**src/rtl/tx_ring_dma.sv**
```systemverilog
module tx_ring_dma #(
  parameter int LEN_W = 16
) (
  input  logic        clk,
  input  logic        rst_n,
  input  logic        reg_wr,
  input  logic [1:0]  reg_addr,
  input  logic [31:0] reg_wdata,
  output logic [31:0] reg_rdata,
  output logic        mem_req,
  output logic        mem_we,
  output logic [31:0] mem_addr,
  output logic [31:0] mem_wdata,
  input  logic        mem_ack,
  input  logic [31:0] mem_rdata,
  output logic        tx_valid,
  output logic [7:0]  tx_data,
  output logic        tx_last,
  output logic        tx_no_crc,
  output logic        tx_no_pad,
  input  logic        tx_ready,
  input  logic        mac_done,
  input  logic [4:0]  mac_status,
  output logic        irq
);

  typedef enum logic [3:0] {
    S_IDLE, S_OWN, S_OPT, S_LEN, S_NXT, S_DRD, S_DSND, S_WAIT, S_WST, S_WOWN
  } state_t;

  state_t st;
  logic en, stop_irq, first_q;
  logic [31:0] base_q, cur_q, buf_q, next_q, word_q, waddr;
  logic [5:0] opt_q;
  logic [LEN_W-1:0] len_q, rem_q;
  logic [4:0] stat_q;
  logic [1:0] bidx;

  wire soft_rst = reg_wr && reg_addr == 2'd0 && reg_wdata[2];
  wire [1:0] lane = opt_q[5] ? bidx : ~bidx;

  assign mem_req = st inside {S_OWN, S_OPT, S_LEN, S_NXT, S_DRD, S_WST, S_WOWN};
  assign mem_we  = st inside {S_WST, S_WOWN};
  assign mem_wdata = (st == S_WST)
      ? (32'(len_q) | 32'h0001_0000 | (32'(stat_q) << 17))
      : {1'b0, buf_q[30:0]};

  always_comb begin
    case (st)
      S_OWN, S_WOWN: mem_addr = cur_q;
      S_OPT:         mem_addr = cur_q + 32'd4;
      S_LEN, S_WST:  mem_addr = cur_q + 32'd8;
      S_NXT:         mem_addr = cur_q + 32'd12;
      S_DRD:         mem_addr = waddr;
      default:       mem_addr = 32'd0;
    endcase
  end

  always_comb begin
    case (reg_addr)
      2'd0:    reg_rdata = {30'd0, stop_irq, en};
      2'd1:    reg_rdata = base_q;
      2'd2:    reg_rdata = cur_q;
      default: reg_rdata = 32'd0;
    endcase
  end

  assign tx_valid  = st == S_DSND;
  assign tx_data   = 8'(word_q >> {lane, 3'b000});
  assign tx_last   = tx_valid && rem_q == LEN_W'(1);
  assign tx_no_crc = opt_q[2];
  assign tx_no_pad = opt_q[3];

  always_ff @(posedge clk or negedge rst_n) begin
    if (!rst_n) begin
      st <= S_IDLE;
      en <= 1'b0;
      stop_irq <= 1'b0;
      first_q <= 1'b0;
      base_q <= '0;
      cur_q <= '0;
      buf_q <= '0;
      next_q <= '0;
      word_q <= '0;
      waddr <= '0;
      opt_q <= '0;
      len_q <= '0;
      rem_q <= '0;
      stat_q <= '0;
      bidx <= '0;
      irq <= 1'b0;
    end else begin
      irq <= 1'b0;
      case (st)
        S_IDLE: if (en) st <= S_OWN;
        S_OWN: if (mem_ack) begin
          if (!en) st <= S_IDLE;
          else if (mem_rdata[31]) begin
            buf_q <= mem_rdata;
            waddr <= {1'b0, mem_rdata[30:2], 2'b00};
            st <= S_OPT;
          end else if (stop_irq) begin
            irq <= 1'b1;
            en <= 1'b0;
            st <= S_IDLE;
          end
        end
        S_OPT: if (mem_ack) begin
          opt_q <= mem_rdata[5:0];
          st <= S_LEN;
        end
        S_LEN: if (mem_ack) begin
          len_q <= mem_rdata[LEN_W-1:0];
          rem_q <= mem_rdata[LEN_W-1:0];
          st <= S_NXT;
        end
        S_NXT: if (mem_ack) begin
          next_q <= mem_rdata;
          first_q <= 1'b1;
          st <= (len_q == '0) ? S_WAIT : S_DRD;
        end
        S_DRD: if (mem_ack) begin
          word_q <= mem_rdata;
          bidx <= first_q ? opt_q[1:0] : 2'd0;
          first_q <= 1'b0;
          st <= S_DSND;
        end
        S_DSND: if (tx_ready) begin
          rem_q <= rem_q - LEN_W'(1);
          if (rem_q == LEN_W'(1)) st <= S_WAIT;
          else if (bidx == 2'd3) begin
            waddr <= waddr + 32'd4;
            st <= S_DRD;
          end else bidx <= bidx + 2'd1;
        end
        S_WAIT: if (mac_done) begin
          stat_q <= mac_status;
          st <= S_WST;
        end
        S_WST: if (mem_ack) st <= S_WOWN;
        S_WOWN: if (mem_ack) begin
          cur_q <= next_q;
          irq <= opt_q[4];
          st <= en ? S_OWN : S_IDLE;
        end
        default: st <= S_IDLE;
      endcase

      if (reg_wr) begin
        case (reg_addr)
          2'd0: begin
            en <= reg_wdata[0] & ~reg_wdata[2];
            stop_irq <= reg_wdata[1];
            if (reg_wdata[2]) st <= S_IDLE;
          end
          2'd1: begin
            base_q <= reg_wdata;
            if (!en && st == S_IDLE) cur_q <= reg_wdata;
          end
          default: ;
        endcase
      end
    end
  end

  p_mem_hold_r13: assert property (@(posedge clk) disable iff (!rst_n)
    mem_req && !mem_ack && !soft_rst |=> mem_req && $stable(mem_addr) && $stable(mem_we));

  p_tx_hold_r13: assert property (@(posedge clk) disable iff (!rst_n)
    tx_valid && !tx_ready && !soft_rst |=> tx_valid && $stable(tx_data));

  p_owner_clear_r9: assert property (@(posedge clk) disable iff (!rst_n)
    mem_req && mem_we && mem_addr == cur_q |-> !mem_wdata[31]);

  p_irq_pulse_r11: assert property (@(posedge clk) disable iff (!rst_n)
    irq |=> !irq);

  p_idle_ptr_r2: assert property (@(posedge clk) disable iff (!rst_n)
    st == S_IDLE && !reg_wr |=> $stable(cur_q));

endmodule

```
**config.mk**
```make
export PLATFORM = sky130hd
export DESIGN_NAME = tx_ring_dma
export DESIGN_NICKNAME = d
export VERILOG_FILES = /design/src/rtl/tx_ring_dma.sv
export SDC_FILE = /design/constraint.sdc
export NUM_CORES = 1
export LEC_CHECK = 0
export ABC_AREA = 1
export BUFFER_PORTS_ARGS = -buffer_cell sky130_fd_sc_hd__buf_2
export CAP_MARGIN = 25
export CORE_MARGIN = 2
export CORE_UTILIZATION = 29
export DETAILED_ROUTE_END_ITERATION = 10
export SLEW_MARGIN = 10
export SYNTH_ARGS = -nofsm -noshare
export SYNTH_HDL_FRONTEND = slang
export SYNTH_SLANG_ARGS = --single-unit
export TNS_END_PERCENT = 30
```
**constraint.sdc**
```tcl
create_clock -name clk -period 4.2 [get_ports clk]
set_input_delay 0.42 -clock clk [delete_from_list [all_inputs] [get_ports clk]]
set_output_delay 0.42 -clock clk [all_outputs]
set_load 0.02 [all_outputs]
```
# Word-level counts from Yosys, hierarchy flattened
# Cells that the tools add are included.
word_totals:
  elab_cells: 138
  out_inout_bits: 111
  ff_bits: 244
classes:
  addsub: 6
  muxes: 62
  eq_ne: 23
  n_shift: 1
  n_bitwise: 4
  reduce_logical: 26
ops:
  columns: ["cell", "n"]
  rows:
  - ["$mux W32", 11]
  - ["$pmux W32 S5", 1]
  - ["$pmux W32 S3", 1]
  - ["$mux W4", 18]
  - ["$add A32 B3 Y32 const B", 2]
  - ["$add A32 B4 Y32 const B", 2]
  - ["$pmux W32 S2", 1]
  - ["$pmux W4 S10", 1]
  - ["$mux W16", 2]
  - ["$pmux W16 S2", 1]
  - ["$shr A32 B5 Y8", 1]
  - ["$mux W31", 1]
  - ["$or A17 B22 Y22", 1]
  - ["$eq A16 B1 Y1 const B", 1]
  - ["$eq A4 B3 Y1 const B", 4]
  - ["$logic_not A16 Y1", 1]
  - ["$ne A2 B2 Y1 const B", 8]
  - ["$sub A16 B1 Y16 const B", 1]
  - ["$mux W1", 15]
  - ["$mux W2", 7]
  - ["$reduce_and A2 Y1", 7]
  - ["$reduce_bool A2 Y1", 5]
  - ["$eq A4 B2 Y1 const B", 2]
  - ["$eq A4 B4 Y1 const B", 2]
  - ["20 further kinds", 26]

# Longest topological paths before layout
logic_depth:
  depth_word: 8
  mapped_depth: 12
  ltp_nobuf: 12

# Worst setup path before layout
# No wires, ideal clock.
synth_path:
  path_kind: "register to output"
  from: "register st[3]"
  to: "output port mem_addr[23]"
  t_required_ps: 3780
  path_buffers: 0
  slack_ps: 1678
  arrival_ps: 2102
  path_stages_with_launch: 13
  cell_sequence: "dfrtp_1 -> inv_1 -> nand2_1 -> nor2_1 -> ha_1 -> inv_1 -> a21oi_1 -> nand2_1 -> nor2_1 -> nand2_1 -> nand2_1 -> nand3_1 -> nand3b_1"
synth_via:
  elab_chain_cells: 3
  word_cells_on_any_way: 10
  classes_between: "eq/ne (7); mux (1); reduce/logical (2)"
synth_lines:
  columns: ["item", "line", "rtl"]
  rows:
  - ["start: declaration", "31", "state_t st;"]
  - ["start signal: assignment", "120", "st <= (len_q == '0) ? S_WAIT : S_DRD;"]
  - ["start signal: assignment", "144", "st <= en ? S_OWN : S_IDLE;"]
  - ["$eq A4 B2 Y1 (tied with other cells)", "49", "case (st)"]
  - ["$reduce_or A2 Y1", "49", null]
  - ["$pmux W32 S5 *", "49", null]
  - ["end: declaration", "12", "output logic [31:0] mem_addr,"]
# Every way passes the cells marked *; elsewhere a longest branch is shown, timed or not.

# Final worst setup path
layout_path:
  from: "register st[0]"
  to: "output port mem_addr[31]"
# The elaborated chain is that of the path after synthesis.

==> flow_metrics.env <==
export IMPL_rsz0062_at_grt="no"
export IMPL_insertion_delay_ps=590
export IMPL_grt_max_degree=97
export IMPL_switchingPower_mw=6.204
export IMPL_die_y_um=224.4
export IMPL_syn_avg_cell_area_um2=6.921
export IMPL_antenna_left=0
export IMPL_synthArstFlopShare_pct=100.0
export IMPL_worst_hold_startpoint="mac_status[0]"
export IMPL_sw_frac_of_total_pct=46.94
export IMPL_start_util_pct=29.45
export IMPL_peakVddDrop_v=0.0005707
export IMPL_place_gp_congestion=0.9676
export IMPL_syn_instance_count=2036
export IMPL_cell_internal_pwr_mw=7.014
export IMPL_crit_path_end_kind="primary output"
export IMPL_cts_buffer_depth=3
export IMPL_cts_tree="done"
export IMPL_ctsRootBufferMaster="clkbuf_16"
export IMPL_ys_ff_latch=242
export IMPL_synth_area_um2=14090
export IMPL_dpl_hpwl_mm=42.58
export IMPL_die_area_um2=50370
export IMPL_grt_pass1_vias=13822
export IMPL_synth_top_cells_by_area="dfrtp_1 (43%), nand2_1 (18%), o21ai_0 (7.8%)"
export IMPL_pwr_share_seq_pct=32.9
export IMPL_powerDensity_nw_per_um2=786.5
export IMPL_path_class="reg2out"
export IMPL_drt_first_pass_iters=7
export IMPL_synth_cell_type_count=45
export IMPL_nFillCells=5145
export IMPL_status="finished, final reports clean"
export IMPL_startpoint="st[0]$_DFF_PN0_"
export IMPL_wire_per_inst_um=20.20
export IMPL_dr_total_vias=14544
export IMPL_setup_viol_count_final=0
export IMPL_pwr_share_comb_pct=44.6
export IMPL_finalHoldViolCount=0
export IMPL_drc_errors=0
export IMPL_cts_resized=0
export IMPL_tightestPinTransition_ps=861.0
export IMPL_port_buffers=186
export IMPL_htreeDepth=1
export IMPL_grt_antenna_before_repair=9
export IMPL_finalWirelength_mm=57.10
export IMPL_clock_sinks=242
export IMPL_cp_data_required_time_ps=3780
export IMPL_reg2reg_slack_ps=1700
export IMPL_relSlewSlack_pct=41.12
export IMPL_fmax_ghz=0.2581
export IMPL_cp_start_kind="register"
export IMPL_core_um2=47850
export IMPL_clock_skew_ps=9.731
export IMPL_fin_setup_tns_ps=0
export IMPL_clkTransAtPathRegs_ps=70
export IMPL_yosysWarnings=0
export IMPL_grt_overflow=0
export IMPL_slew_violations=0
export IMPL_cap_violations=0
export IMPL_viasPerCell=5.145
export IMPL_drive_gt1_share_pct=13.25
export IMPL_syn2layout_area_growth_pct=19.26
export IMPL_reg2reg_from="st[1]$_DFF_PN0_"
export IMPL_final_nets=2272
export IMPL_min_period_ps=3875
export IMPL_grt_pass1_wl_mm=85.57
export IMPL_grtUsageTotal_pct=22.38
export IMPL_synth_yosys_seq_area_share_pct=42.98
export IMPL_holdBufCountCts=1
export IMPL_cts_setup_buffers=0
export IMPL_final_util_pct=35.12
export IMPL_num_io_pins=188
export IMPL_cts_buffers=29
export IMPL_synth_edf_count=0
export IMPL_rows=80
export IMPL_synth_top_cell_by_area="dfrtp_1"
export IMPL_p_leak_nw=8.214
export IMPL_arrival_ps=3450
export IMPL_synth_fp_nets=2120
export IMPL_fin_crit_sh_pct=92.26
export IMPL_power_share_clock_pct=22.4
export IMPL_cp_max_fo=6
export IMPL_synth_ff_type="dfrtp_1"
export IMPL_synth_most_common_cell="nand2_1"
export IMPL_worstHoldPathType="in2reg"
export IMPL_synth_commonest_cells="nand2_1 (663), dfrtp_1 (242), o21ai_0 (219), inv_1 (208), nor2_1 (201)"
export IMPL_yosysTopAreaCellShare_pct=42.98
export IMPL_drtIter0Drc=1486
export IMPL_die_x_um=224.4
-- layout by cell type, fill, tap and decap left out, drive strengths merged, types with 3 or more instances in the layout --
master | Yosys | routed
clkbuf | 59 | 36
nand2 | 668 | 668
buf | 30 | 209
nor3 | 11 | 11
a31oi | 6 | 6
nor2 | 205 | 205
o31ai | 3 | 3
o21ai | 236 | 236
o221ai | 3 | 3
xor2 | 5 | 5
or2 | 5 | 5
o32ai | 8 | 8
dfrtp | 242 | 242
nand4 | 18 | 18
inv | 213 | 216
a21oi | 23 | 23
xnor2 | 3 | 3
o211ai | 39 | 39
o2111ai | 5 | 5
o22ai | 46 | 46
clkinv | 1 | 8
bufinv | 0 | 8
mux2 | 5 | 5
nand3 | 178 | 178
ha | 6 | 6
nand3b | 12 | 12
-- power groups by stage --
stage | clock (mW) | combinational, mW | sequential [mW]
2_1_floorplan | 0 | 3.92 | 3.96
3_3_place_gp | 0 | 5.79 | 4.34
3_5_place_dp | 0 | 5.83 | 4.36
4_1_cts | 3.01 | 5.86 | 4.33
5_1_grt | 3.10 | 6.51 | 4.48
6_report | 2.96 | 5.90 | 4.36
-- worst paths after layout --
| kind | end | cells after the start |
|---|---|---|
| worst max-delay path | mem_addr[31] | 13 |
| worst max register to register | waddr[25]$_DFFE_PN0P_ | 10 |
| max in group asynchronous | cur_q[26]$_DFF_PN0_ | 3 |
| worst min-delay path | stat_q[0]$_DFFE_PN0P_ | 2 |
| worst min register to register | word_q[27]$_DFFE_PN0P_ | 2 |
| min in group asynchronous | base_q[15]$_DFFE_PN0P_ | 2 |
-- cell type report --
cell class / count / area, um2 / area share, %
antenna: 1 / 2.502 / 0.01489
clock buffer: 36 / 802.0 / 4.773
clock inverter: 18 / 320.3 / 1.906
inverter: 214 / 803.3 / 4.780
multi-input combinational: 1491 / 6883 / 40.96
sequential: 242 / 6056 / 36.04
tap: 615 / 769.5 / 4.579
timing repair buffer: 210 / 1169 / 6.954
-- per-layer routing --
layer	vias to the layer above	global-route usage (%)	wire, um
met4	10	6.345	1657
met3	100	4.664	4447
met2	522	36.09	25780
met1	6968	30.25	25100
li1	6944	-	-
met5	-	1.075	118
-- cells by family (layout without fill, tap and decap cells) --
kind of cell,count (synthesis),count (layout),synth area share [%]
fa+ha+maj,7,7,0.6748
other cells,1,2,0.02661
mux,5,5,0.3995
buf+inv,303,478,8.373
simple gates,1097,1097,32.06
xor+xnor,8,8,0.4973
compound gates,373,373,14.99
flops,242,242,42.98
-- registers in the layout, indices dropped and copies added, names as in the netlist --
signal    count
base_q       32
cur_q        32
next_q       32
word_q       32
buf_q        31
waddr        30
len_q        16
rem_q        16
opt_q         6
stat_q        5
st            4
bidx          2
en            1
first_q       1
irq           1
stop_irq      1
-- worst max-delay path, cell delays in order, from the launching register on --
cell and delay (ps):
dfrtp_1 450, nor2_1 190, inv_1 140, nor2_1 390, ha_1 240, inv_1 40, a21oi_1 370, nand2_1 260
nor2_1 300, nand2_1 90, nand2_1 60, nand3_1 70, nand3b_1 100, buf_2 170
-- metrics by stage --
| step | std cells | instance area, um2 | power (mW) | setup WS, ps | hold slack (ps) |
|---|---|---|---|---|---|
| 2_1_floorplan | 2036 | 14090 | 7.883 | 1678 | 124.4 |
| 3_3_place_gp | 2769 | 15620 | 10.13 | 1072 | 463.9 |
| 3_5_place_dp | 2769 | 15620 | 10.19 | 987.6 | 471.8 |
| 4_1_cts | 2824 | 16750 | 13.21 | 351.9 | 42.98 |
| 5_1_grt | 2827 | 16800 | 14.09 | 34.10 | 63.26 |
| 6_report | 2827 | 16800 | 13.22 | 325.2 | 63.62 |
(Power assumes the default switching activity.)
